<file path="config.mk">
export PLATFORM = sky130hd
export DESIGN_NAME = stk_calc_unit
export DESIGN_NICKNAME = d
export VERILOG_FILES = /design/src/rtl/stk_calc_pkg.sv /design/src/rtl/stk_calc_alu.sv /design/src/rtl/stk_calc_stack.sv /design/src/rtl/stk_calc_unit.sv
export SDC_FILE = /design/constraint.sdc
export NUM_CORES = 1
export LEC_CHECK = 0
export BUFFER_PORTS_ARGS = -buffer_cell sky130_fd_sc_hd__buf_2
export CAP_MARGIN = 40
export CORE_MARGIN = 4
export CORE_UTILIZATION = 62
export CTS_BUF_LIST = sky130_fd_sc_hd__clkbuf_16
export DETAILED_ROUTE_END_ITERATION = 8
export HOLD_SLACK_MARGIN = 0.02
export PLACE_DENSITY = 0.8
export RECOVER_POWER = 100
export SLEW_MARGIN = 20
export SYNTH_ARGS = -nofsm -noshare
export SYNTH_HDL_FRONTEND = slang
export SYNTH_HIERARCHICAL = 1
export SYNTH_SLANG_ARGS = --single-unit
</file>
<file path="constraint.sdc">
create_clock -name clk -period 73.8 [get_ports clk]
set_clock_uncertainty 0.15 [all_clocks]
set_input_delay 11.07 -clock clk [delete_from_list [all_inputs] [get_ports clk]]
set_output_delay 11.07 -clock clk [all_outputs]
set_load 0.02 [all_outputs]
</file>
<file path="src/rtl/stk_calc_pkg.sv">
package stk_calc_pkg;

    localparam int unsigned DATA_W = 16;
    localparam int unsigned DEPTH  = 8;
    localparam int unsigned OP_W   = 3;

    typedef enum logic [OP_W-1:0] {
        OP_PUSH = 3'd0,
        OP_POP  = 3'd1,
        OP_ADD  = 3'd2,
        OP_SUB  = 3'd3,
        OP_MUL  = 3'd4,
        OP_DIV  = 3'd5,
        OP_RSV6 = 3'd6,
        OP_RSV7 = 3'd7
    } op_e;

    typedef enum logic [1:0] {
        ST_HOLD = 2'd0,
        ST_PUSH = 2'd1,
        ST_POP  = 2'd2,
        ST_FOLD = 2'd3
    } stack_act_e;

    function automatic logic is_binop(op_e op);
        return (op == OP_ADD) || (op == OP_SUB) || (op == OP_MUL) || (op == OP_DIV);
    endfunction

endpackage

</file>
<file path="src/rtl/stk_calc_alu.sv">
module stk_calc_alu
    import stk_calc_pkg::*;
#(
    parameter int unsigned W = DATA_W
) (
    input  op_e          op,
    input  logic [W-1:0] lhs,
    input  logic [W-1:0] rhs,
    output logic [W-1:0] res,
    output logic         div_zero
);

    localparam int unsigned PW = 2 * W;

    logic [PW-1:0] prod;

    always_comb begin
        prod     = PW'(lhs) * PW'(rhs);
        div_zero = 1'b0;
        res      = '0;
        case (op)
            OP_ADD: res = lhs + rhs;
            OP_SUB: res = lhs - rhs;
            OP_MUL: res = prod[W-1:0];
            OP_DIV: begin
                if (rhs == '0) begin
                    res      = '1;
                    div_zero = 1'b1;
                end else begin
                    res = lhs / rhs;
                end
            end
            default: res = '0;
        endcase
    end

endmodule

</file>
<file path="src/rtl/stk_calc_stack.sv">
module stk_calc_stack
    import stk_calc_pkg::*;
#(
    parameter int unsigned W     = DATA_W,
    parameter int unsigned DEPTH = stk_calc_pkg::DEPTH
) (
    input  logic                       clk,
    input  logic                       rst,
    input  stack_act_e                 act,
    input  logic [W-1:0]               wdata,
    output logic [W-1:0]               top_o,
    output logic [W-1:0]               next_o,
    output logic [$clog2(DEPTH+1)-1:0] count_o
);

    localparam int unsigned CNT_W = $clog2(DEPTH + 1);
    localparam int unsigned IDX_W = (DEPTH > 1) ? $clog2(DEPTH) : 1;

    logic [W-1:0]     mem [DEPTH];
    logic [CNT_W-1:0] count;
    logic [CNT_W-1:0] fold_slot;

    assign fold_slot = count - CNT_W'(2);

    for (genvar i = 0; i < DEPTH; i++) begin : g_slot
        always_ff @(posedge clk) begin
            if ((act == ST_PUSH && count == CNT_W'(i)) ||
                (act == ST_FOLD && count >= CNT_W'(2) && fold_slot == CNT_W'(i))) begin
                mem[i] <= wdata;
            end
        end
    end

    always_ff @(posedge clk) begin
        if (rst) begin
            count <= '0;
        end else begin
            case (act)
                ST_PUSH: count <= count + CNT_W'(1);
                ST_POP,
                ST_FOLD: count <= count - CNT_W'(1);
                default: count <= count;
            endcase
        end
    end

    assign top_o   = (count >= CNT_W'(1)) ? mem[IDX_W'(count - CNT_W'(1))] : '0;
    assign next_o  = (count >= CNT_W'(2)) ? mem[IDX_W'(count - CNT_W'(2))] : '0;
    assign count_o = count;

    // Occupancy never exceeds the capacity
    assert_depth_bound_R7: assert property (@(posedge clk) disable iff (rst)
        count <= CNT_W'(DEPTH));

    // A push makes the written word the new top
    assert_push_on_top_R2: assert property (@(posedge clk) disable iff (rst)
        (act == ST_PUSH) |=> (top_o == $past(wdata) && count == $past(count) + CNT_W'(1)));

    // A fold replaces two entries by the result
    assert_fold_result_R4: assert property (@(posedge clk) disable iff (rst)
        (act == ST_FOLD) |=> (top_o == $past(wdata) && count == $past(count) - CNT_W'(1)));

    // Holding leaves the stack untouched
    assert_hold_stable_R9: assert property (@(posedge clk) disable iff (rst)
        (act == ST_HOLD) |=> ($stable(count) && $stable(top_o)));

endmodule

</file>
<file path="src/rtl/stk_calc_unit.sv">
module stk_calc_unit
    import stk_calc_pkg::*;
#(
    parameter int unsigned DATA_W = stk_calc_pkg::DATA_W,
    parameter int unsigned DEPTH  = stk_calc_pkg::DEPTH
) (
    input  logic              clk,
    input  logic              rst,
    input  logic              in_valid,
    output logic              in_ready,
    input  logic [OP_W-1:0]   in_op,
    input  logic [DATA_W-1:0] in_data,
    output logic              out_valid,
    output logic [DATA_W-1:0] out_data,
    output logic              out_err
);

    localparam int unsigned CNT_W = $clog2(DEPTH + 1);

    typedef struct packed {
        logic              err;
        logic [DATA_W-1:0] data;
    } resp_t;

    op_e               op;
    logic              accept;
    stack_act_e        act;
    logic [DATA_W-1:0] wdata;
    logic [DATA_W-1:0] top_w;
    logic [DATA_W-1:0] next_w;
    logic [CNT_W-1:0]  depth;
    logic [DATA_W-1:0] alu_res;
    logic              alu_dz;
    resp_t             resp_d;
    resp_t             resp_q;
    logic              valid_q;

    assign op       = op_e'(in_op);
    assign in_ready = ~rst;
    assign accept   = in_valid & in_ready;

    stk_calc_stack #(.W(DATA_W), .DEPTH(DEPTH)) u_stack (
        .clk     (clk),
        .rst     (rst),
        .act     (act),
        .wdata   (wdata),
        .top_o   (top_w),
        .next_o  (next_w),
        .count_o (depth)
    );

    stk_calc_alu #(.W(DATA_W)) u_alu (
        .op       (op),
        .lhs      (next_w),
        .rhs      (top_w),
        .res      (alu_res),
        .div_zero (alu_dz)
    );

    always_comb begin
        act    = ST_HOLD;
        wdata  = in_data;
        resp_d = '0;
        if (accept) begin
            if (op == OP_PUSH) begin
                if (depth == CNT_W'(DEPTH)) resp_d.err = 1'b1;
                else                        act = ST_PUSH;
            end else if (op == OP_POP) begin
                if (depth == '0) begin
                    resp_d.err = 1'b1;
                end else begin
                    act         = ST_POP;
                    resp_d.data = top_w;
                end
            end else if (is_binop(op)) begin
                if (depth < CNT_W'(2)) begin
                    resp_d.err = 1'b1;
                end else begin
                    act         = ST_FOLD;
                    wdata       = alu_res;
                    resp_d.data = alu_res;
                    resp_d.err  = alu_dz;
                end
            end else begin
                resp_d.err = 1'b1;
            end
        end
    end

    always_ff @(posedge clk) begin
        if (rst) begin
            valid_q <= 1'b0;
            resp_q  <= '0;
        end else begin
            valid_q <= accept;
            resp_q  <= accept ? resp_d : '0;
        end
    end

    assign out_valid = valid_q;
    assign out_data  = resp_q.data;
    assign out_err   = resp_q.err;

    // Response one cycle after acceptance
    assert_resp_follows_R11: assert property (@(posedge clk) disable iff (rst)
        accept |=> out_valid);

    // No response without acceptance
    assert_idle_quiet_R11: assert property (@(posedge clk) disable iff (rst)
        !accept |=> !out_valid);

    // Popping an empty stack is refused
    assert_pop_empty_R8: assert property (@(posedge clk) disable iff (rst)
        (accept && op == OP_POP && depth == '0) |=> (out_err && out_data == '0 && depth == '0));

    // Zero divisor gives all ones, flags and consumes
    assert_div_zero_R6: assert property (@(posedge clk) disable iff (rst)
        (accept && op == OP_DIV && depth >= CNT_W'(2) && top_w == '0)
        |=> (out_err && out_data == '1 && depth == $past(depth) - CNT_W'(1)));

    // Full stack refuses a push
    assert_push_full_R7: assert property (@(posedge clk) disable iff (rst)
        (accept && op == OP_PUSH && depth == CNT_W'(DEPTH)) |=> (out_err && $stable(depth)));

endmodule

</file>
Word-level counts from Yosys, hierarchy flattened
Memory sizes are Yosys's and may differ from the RTL's.
Index checks and enable logic that the tools add are counted.
{ "classes": {"n_addsub": 5, "mul": 1, "n_div": 1, "order_cmp": 3, "n_eq_ne": 23, "n_mux": 65, "bitwise_logic": 3, "reduce_logical": 43} }
{ "ops": {"columns": ["op", "count"], "rows": [
  ["$mux 16", 18],
  ["$reduce_or 16->1", 7],
  ["$pmux 16 s4", 1],
  ["$eq 4x3->1 const B", 8],
  ["$mux 1", 31],
  ["$mux 3", 7],
  ["$logic_and 1x1->1", 17],
  ["$mux 17", 1],
  ["$add 16x16->16", 1],
  ["$div 16x16->16", 1],
  ["$eq 4x2->1 const B", 4],
  ["$logic_not 16->1", 1],
  ["$mul 16x16->16", 1],
  ["$sub 16x16->16", 1],
  ["$mux 2", 6],
  ["$logic_or 1x1->1", 11],
  ["$eq 4x1->1 const B", 2],
  ["$logic_not 4->1", 2],
  ["$pmux 4 s2", 1],
  ["$eq 3x2->1 const B", 2],
  ["$eq 3x3->1 const B", 2],
  ["$add 4x1->4 const B", 1],
  ["$eq 2x2->1 const B", 2],
  ["$eq 4x4->1 const B", 1],
  ["other kinds (13)", 15]
]} }
{ "totals": {"regBits": 22, "mem_bits_rw": 128, "output_inout_bits": 19, "wordCells": 149, "memories": 1} }
{ "mem_list": {"columns": ["memory", "depth", "word_bits", "read_ports", "rd_clocked_by_memory_dff", "write_ports", "line", "source"], "rows": [
  ["u_stack.mem", 8, 16, 2, 0, 1, "stk_calc_stack.sv:19", "logic [W-1:0] mem [DEPTH];"]
]} }

Depth between registers and ports, before layout
{ "depth": {"depth_word": 22, "ltp_mapped": 149, "mapped_depth_nobuf": 132} }

By module
The synthesis kept the hierarchy.
{ "by_module_without_submodules": {"columns": ["mod", "n_inst", "cells_each", "area_per_inst_um2"], "rows": [
  ["stk_calc_alu", 1, 1624, 11888.9],
  ["stk_calc_stack", 1, 338, 6311.1],
  ["stk_calc_unit", 1, 171, 1169.9]
]} }

Worst setup path after synthesis
Ideal clock, no wire load.
{ "synth_timing": {"path_type": "register to register", "start": "register u_stack.count[1] (netlist: u_stack/count_o[1])", "end": "memory u_stack/mem[0][0] (netlist bit) (data pin)", "setup_time_ns": 0.319, "arrival_time_ns": 29.399, "path_slack_ns": 43.932, "stages_incl_launch_ff": 137, "n_path_buf": 16, "path_cell_list": "dfxtp_1 buf_4 buf_6 buf_2 inv_1 ha_1 clkbuf_1 buf_2 mux4_2 inv_1 o22ai_1 clkbuf_1 inv_1 ha_1 and3_1 nor2_1 ha_1 o21a_1 [... 101 more ...] o22a_1 a21o_1 a211o_1 nand3_1 a21oi_1 clkbuf_1 mux2_2 ha_1 o21a_1 o21ai_0 a21oi_1 o211ai_1 a21oi_1 o31ai_1 a211oi_1 nand3b_1 nand3_1 o21ai_0"} }
{ "synth_between": {"word_cells_on_any_way": 87, "classes_between": "4 x add/sub; 1 x mul; 1 x div; 3 x order compare; 15 x eq/ne; 35 x mux; 27 x reduce/logical; 1 x memory"} }
{ "synth_rtl": {"columns": ["item", "line", "source"], "rows": [
  ["from (decl)", "stk_calc_stack.sv:20", "logic [CNT_W-1:0] count;"],
  ["from (signal assigned)", "stk_calc_stack.sv:39", "ST_PUSH: count <= count + CNT_W'(1);"],
  ["from (signal assigned)", "stk_calc_stack.sv:41", "ST_FOLD: count <= count - CNT_W'(1);"],
  ["from (signal assigned)", "stk_calc_stack.sv:42", "default: count <= count;"],
  ["$sub 4x1->4", null, null],
  ["$mem_v2 8x16", null, null],
  ["$mux 16 (*)", "stk_calc_stack.sv:47", "assign top_o = (count >= CNT_W'(1)) ? mem[IDX_W'(count - CNT_W'(1))] : '0;"],
  ["via top_w[0]", "stk_calc_unit.sv:29", "logic [DATA_W-1:0] top_w;"],
  ["$div 16x16->16 / $logic_not 16->1 (equally long branches)", "stk_calc_alu.sv:30, stk_calc_alu.sv:26", null],
  ["$mux 16", "stk_calc_alu.sv:26", "if (rhs == '0) begin"],
  ["$pmux 16 s4 (*)", "stk_calc_alu.sv:21", "case (op)"],
  ["via alu_res[0]", "stk_calc_unit.sv:32", "logic [DATA_W-1:0] alu_res;"],
  ["$mux 16 (*)", "stk_calc_unit.sv:76", "if (depth < CNT_W'(2)) begin"],
  ["$mux 16 (*)", "stk_calc_unit.sv:75", "end else if (is_binop(op)) begin"],
  ["$mux 16 (*)", "stk_calc_unit.sv:68", "end else if (op == OP_POP) begin"],
  ["$mux 16 (*)", "stk_calc_unit.sv:65", "if (op == OP_PUSH) begin"],
  ["$mux 16 (*)", "stk_calc_unit.sv:64", "if (accept) begin"],
  ["via wdata[0]", "stk_calc_unit.sv:28", "logic [DATA_W-1:0] wdata;"],
  ["$mux 16 (no line) (6 in a row)", null, null],
  ["$mux 16 (no line) (*)", null, null],
  ["to (decl)", "stk_calc_stack.sv:19", null]
]} }
The timed path passes the listed nets; every way through them passes the cells marked *.

Final worst setup path
{ "layout_timing": {"start": "register u_stack.count[0] (netlist: u_stack/count_o[0])", "end": "memory u_stack/mem[6][0] (netlist bit) (data pin)"} }
{ "layout_between": {"word_cells_on_any_way": 87, "classes_between": "4 x add/sub; 1 x mul; 1 x div; 3 x order compare; 15 x eq/ne; 35 x mux; 27 x reduce/logical; 1 x memory"} }
{ "layout_rtl": {"columns": ["item", "line"], "rows": [
  ["$sub 4x1->4", null],
  ["$mem_v2 8x16", null],
  ["$mux 16 (*)", "stk_calc_stack.sv:47"],
  ["via top_w[8]", "stk_calc_unit.sv:29"],
  ["$div 16x16->16 / $logic_not 16->1 (equally long branches)", "stk_calc_alu.sv:30, stk_calc_alu.sv:26"],
  ["$mux 16 (*)", "stk_calc_alu.sv:26"],
  ["$pmux 16 s4 (*)", "stk_calc_alu.sv:21"],
  ["via alu_res[0]", "stk_calc_unit.sv:32"],
  ["$mux 16 (*)", "stk_calc_unit.sv:76"],
  ["$mux 16 (*)", "stk_calc_unit.sv:75"],
  ["$mux 16 (*)", "stk_calc_unit.sv:68"],
  ["$mux 16 (*)", "stk_calc_unit.sv:65"],
  ["$mux 16 (*)", "stk_calc_unit.sv:64"],
  ["via wdata[0]", "stk_calc_unit.sv:28"],
  ["$mux 16 (no line) (6 in a row)", null],
  ["$mux 16 (no line) (*)", null]
]} }
Marked as above.

==> results.sh <==
export IMPL_cp_arrival_ns=39.34
export IMPL_post_place_ws_ns=40.48
export IMPL_synth_async_sr_flop_share_pct=0
export IMPL_grt_pass1_vias=17768
export IMPL_use_met1_pct=44.4
export IMPL_setup_violations=0
export IMPL_slew_viol_final=54
export IMPL_drc=0
export IMPL_max_freq_ghz=0.0254
export IMPL_regArea_um2=4290
export IMPL_synth_cell_area_um2=19400
export IMPL_die_w_um=185
export IMPL_hold_buffers=0
export IMPL_io_buffers=40
export IMPL_relSlewSlack_pct=-16.8
export IMPL_clkTransAtPathRegs_ns=0.07
export IMPL_avgSynthCellArea_um2=9.08
export IMPL_syn_nets=2448
export IMPL_ctsResizeCount=0
export IMPL_final_cell_mix="inv_1 (214), ha_1 (212), nand2_1 (200)"
export IMPL_grt_busiest_layer="met2"
export IMPL_hold_class="reg -> reg"
export IMPL_cts_root_buf="clkbuf_16"
export IMPL_start_util_pct=63.2
export IMPL_clk_latency_ns=0.43
export IMPL_vias=17774
export IMPL_numCtsBuffers=17
export IMPL_min_path_cells=2
export IMPL_synth_top_area_share_pct=19.8
export IMPL_avgRoutedWirePerCell_um=24.3
export IMPL_synth_edf_count=128
export IMPL_via_per_inst=6.94
export IMPL_grt_max_degree=49
export IMPL_die_h_um=185
export IMPL_crit_buf_inv=12
export IMPL_multi_input_area_um2=13700
export IMPL_synth_ff_type="edfxtp_1"
export IMPL_drive_above_1_share_pct=10.4
export IMPL_rsz0062_at_grt="no"
export IMPL_seq_area_frac_synth_pct=22.1
export IMPL_die_area_um2=34100
export IMPL_reg2reg_slack_ns=34.37
export IMPL_slowest_delay_ns=1.30
export IMPL_r2r_end="u_stack/mem[6][0]$_DFFE_PP_"
export IMPL_area_growth_pct=5.63
export IMPL_grt_remaining_overflow=0
export IMPL_fillers=2392
export IMPL_mostFrequentLayoutCell="inv_1"
export IMPL_cts_sinks=150
export IMPL_crit_path_top_delay_cell="clkbuf_1"
export IMPL_clk_path_buf_depth=2
export IMPL_crit_top_cell="ha_1"
export IMPL_post_cts_setup_buffer_count=0
export IMPL_io_pins=41
export IMPL_antenna_found_initial=1
export IMPL_place_hpwl_um=43900
export IMPL_fin_crit_sh_pct=53.4
export IMPL_antennaDiodeCount=0
export IMPL_worst_pin_slew_ns=1.75
export IMPL_first_pass_iters=7
export IMPL_reg2reg_depth=129
export IMPL_cp_top_family="compound AO/OA/AOI/OAI gates"
export IMPL_synth_warnings=6
export IMPL_fin_nets=2468
export IMPL_synth_cell_types=97
export IMPL_totalWireLength_um=62300
export IMPL_cts_tree="done"
export IMPL_globalRouteMet2Util_pct=58.5
export IMPL_hp_start="u_stack/count_o[3]$_SDFFE_PP0P_"
export IMPL_violations="capacitance limit, slew limit"
export IMPL_drt_iter0_drc=2312
export IMPL_fp_row_count=64
export IMPL_fin_util_pct=66.7
export IMPL_finalHoldViolCount=0
export IMPL_cp_required_ns=73.71
export IMPL_grt_pass1_wl_um=95900
export IMPL_setup_ws_ns=34.37
export IMPL_r2r_start="u_stack/count_o[0]$_SDFFE_PP0P_"
export IMPL_synth_seq_cells=150
export IMPL_layout_min_cycle_time_ns=39.43
export IMPL_gp_congestion=1.01
export IMPL_synth_area_top_cells="edfxtp_1 (20%), ha_1 (14%), fa_1 (8.4%)"
export IMPL_grt_use_met3_pct=8.96
export IMPL_min_to="u_stack/count_o[3]$_SDFFE_PP0P_"
export IMPL_grt_use_total_pct=36.2
export IMPL_setup_tns_ns=0
export IMPL_worstPathMaxFanout=26
export IMPL_end_kind="register"
export IMPL_synth_top_area_cell="edfxtp_1"
export IMPL_core_um2=30700
export IMPL_critPathKind="reg -> reg"
export IMPL_synth_cells=2133
export IMPL_drtAntennaViolNets=0
export IMPL_startpoint_type="register"
export IMPL_cts_max_level=4
export IMPL_maxCapViolCount=2
export IMPL_status="finished with violations"
state kept, by name (all words and copies together) (netlist names):
| name | flops |
|---|---|
| out_err | 1 |
| out_valid | 1 |
| out_data | 16 |
| u_stack/count_o | 4 |
| u_stack/mem | 128 |
worst max-delay path by stage:
| stage | start | endpoint | slack [ns] | depth (start not counted) |
|---|---|---|---|---|
| floorplan | u_stack/count_o[1]$_SDFFE_PP0P_ | u_stack/mem[0][0]$_DFFE_PP_ | 43.93 | 136 |
| global placement | u_stack/count_o[0]$_SDFFE_PP0P_ | u_stack/mem[0][0]$_DFFE_PP_ | 41.35 | 128 |
| detailed placement | u_stack/count_o[0]$_SDFFE_PP0P_ | u_stack/mem[0][0]$_DFFE_PP_ | 40.48 | 127 |
| CTS | u_stack/count_o[0]$_SDFFE_PP0P_ | u_stack/mem[5][0]$_DFFE_PP_ | 40.35 | 129 |
| global route | u_stack/count_o[0]$_SDFFE_PP0P_ | u_stack/mem[5][0]$_DFFE_PP_ | 31.28 | 131 |
| finish | u_stack/count_o[0]$_SDFFE_PP0P_ | u_stack/mem[6][0]$_DFFE_PP_ | 34.37 | 129 |
through the flow:
| step | std cells | instance area, µm² | hold WS (ns) |
|---|---|---|---|
| after floorplan | 2133 | 19400 | 0.451 |
| after global placement | 2512 | 19900 | 0.568 |
| after detailed placement | 2523 | 20000 | 0.616 |
| after CTS | 2555 | 20600 | 0.656 |
| after global routing | 2562 | 20500 | 0.685 |
| final | 2562 | 20500 | 0.682 |
tightest hold or removal path, cell delays in order (launching register included):
cell,delay [ns]
dfxtp_1,0.48
xor2_1,0.25
nor2_1,0.06
area by class of cell:
class | instances | area share [%]
Inverter | 216 | 3.96
Clock buffer | 17 | 2.08
Timing Repair Buffer | 99 | 2.79
Tap cell | 396 | 2.42
Multi-Input combinational cell | 1669 | 67.1
Sequential cell | 150 | 20.9
Clock inverter | 15 | 0.654
logic make-up (layout without fill, tap and decap cells):
group           after synthesis  count (layout)  synth area share [%]
xor+xnor                    134             134                  6.06
mux                          99              99                  9.42
buf+inv                     314             347                  6.96
fa+ha+maj                   293             293                  22.1
compound gates              496             496                  17.2
flops                       150             150                  22.1
simple gates                647             647                  16.1
per-layer routing:
layer / vias to the layer above / wire [µm]
met1: 8434 / 22600
met2: 1245 / 27900
li1: 7732 / -
met5: - / 13
met4: 2 / 4340
met3: 361 / 7480
synthesized netlist by cell type (all sizes together), types with 15 or more instances:
cell / instances
inv: 215
ha: 212
nand2: 200
nor2: 161
edfxtp: 128
a21oi: 119
o21ai: 102
xnor2: 84
fa: 81
nand3: 65
mux4: 64
clkbuf: 61
nor3: 53
xor2: 50
a21o: 46
and2: 40
buf: 37
o21a: 33
mux2: 24
dfxtp: 22
o211ai: 21
or2: 20
or3: 20
a22o: 18
o22ai: 18
nand2b: 16
nor2b: 16
a31oi: 15
o31ai: 15
Power is left out: the tool's default activity adds up to more than one toggle a clock period on the data nets, which glitch-free logic cannot reach.
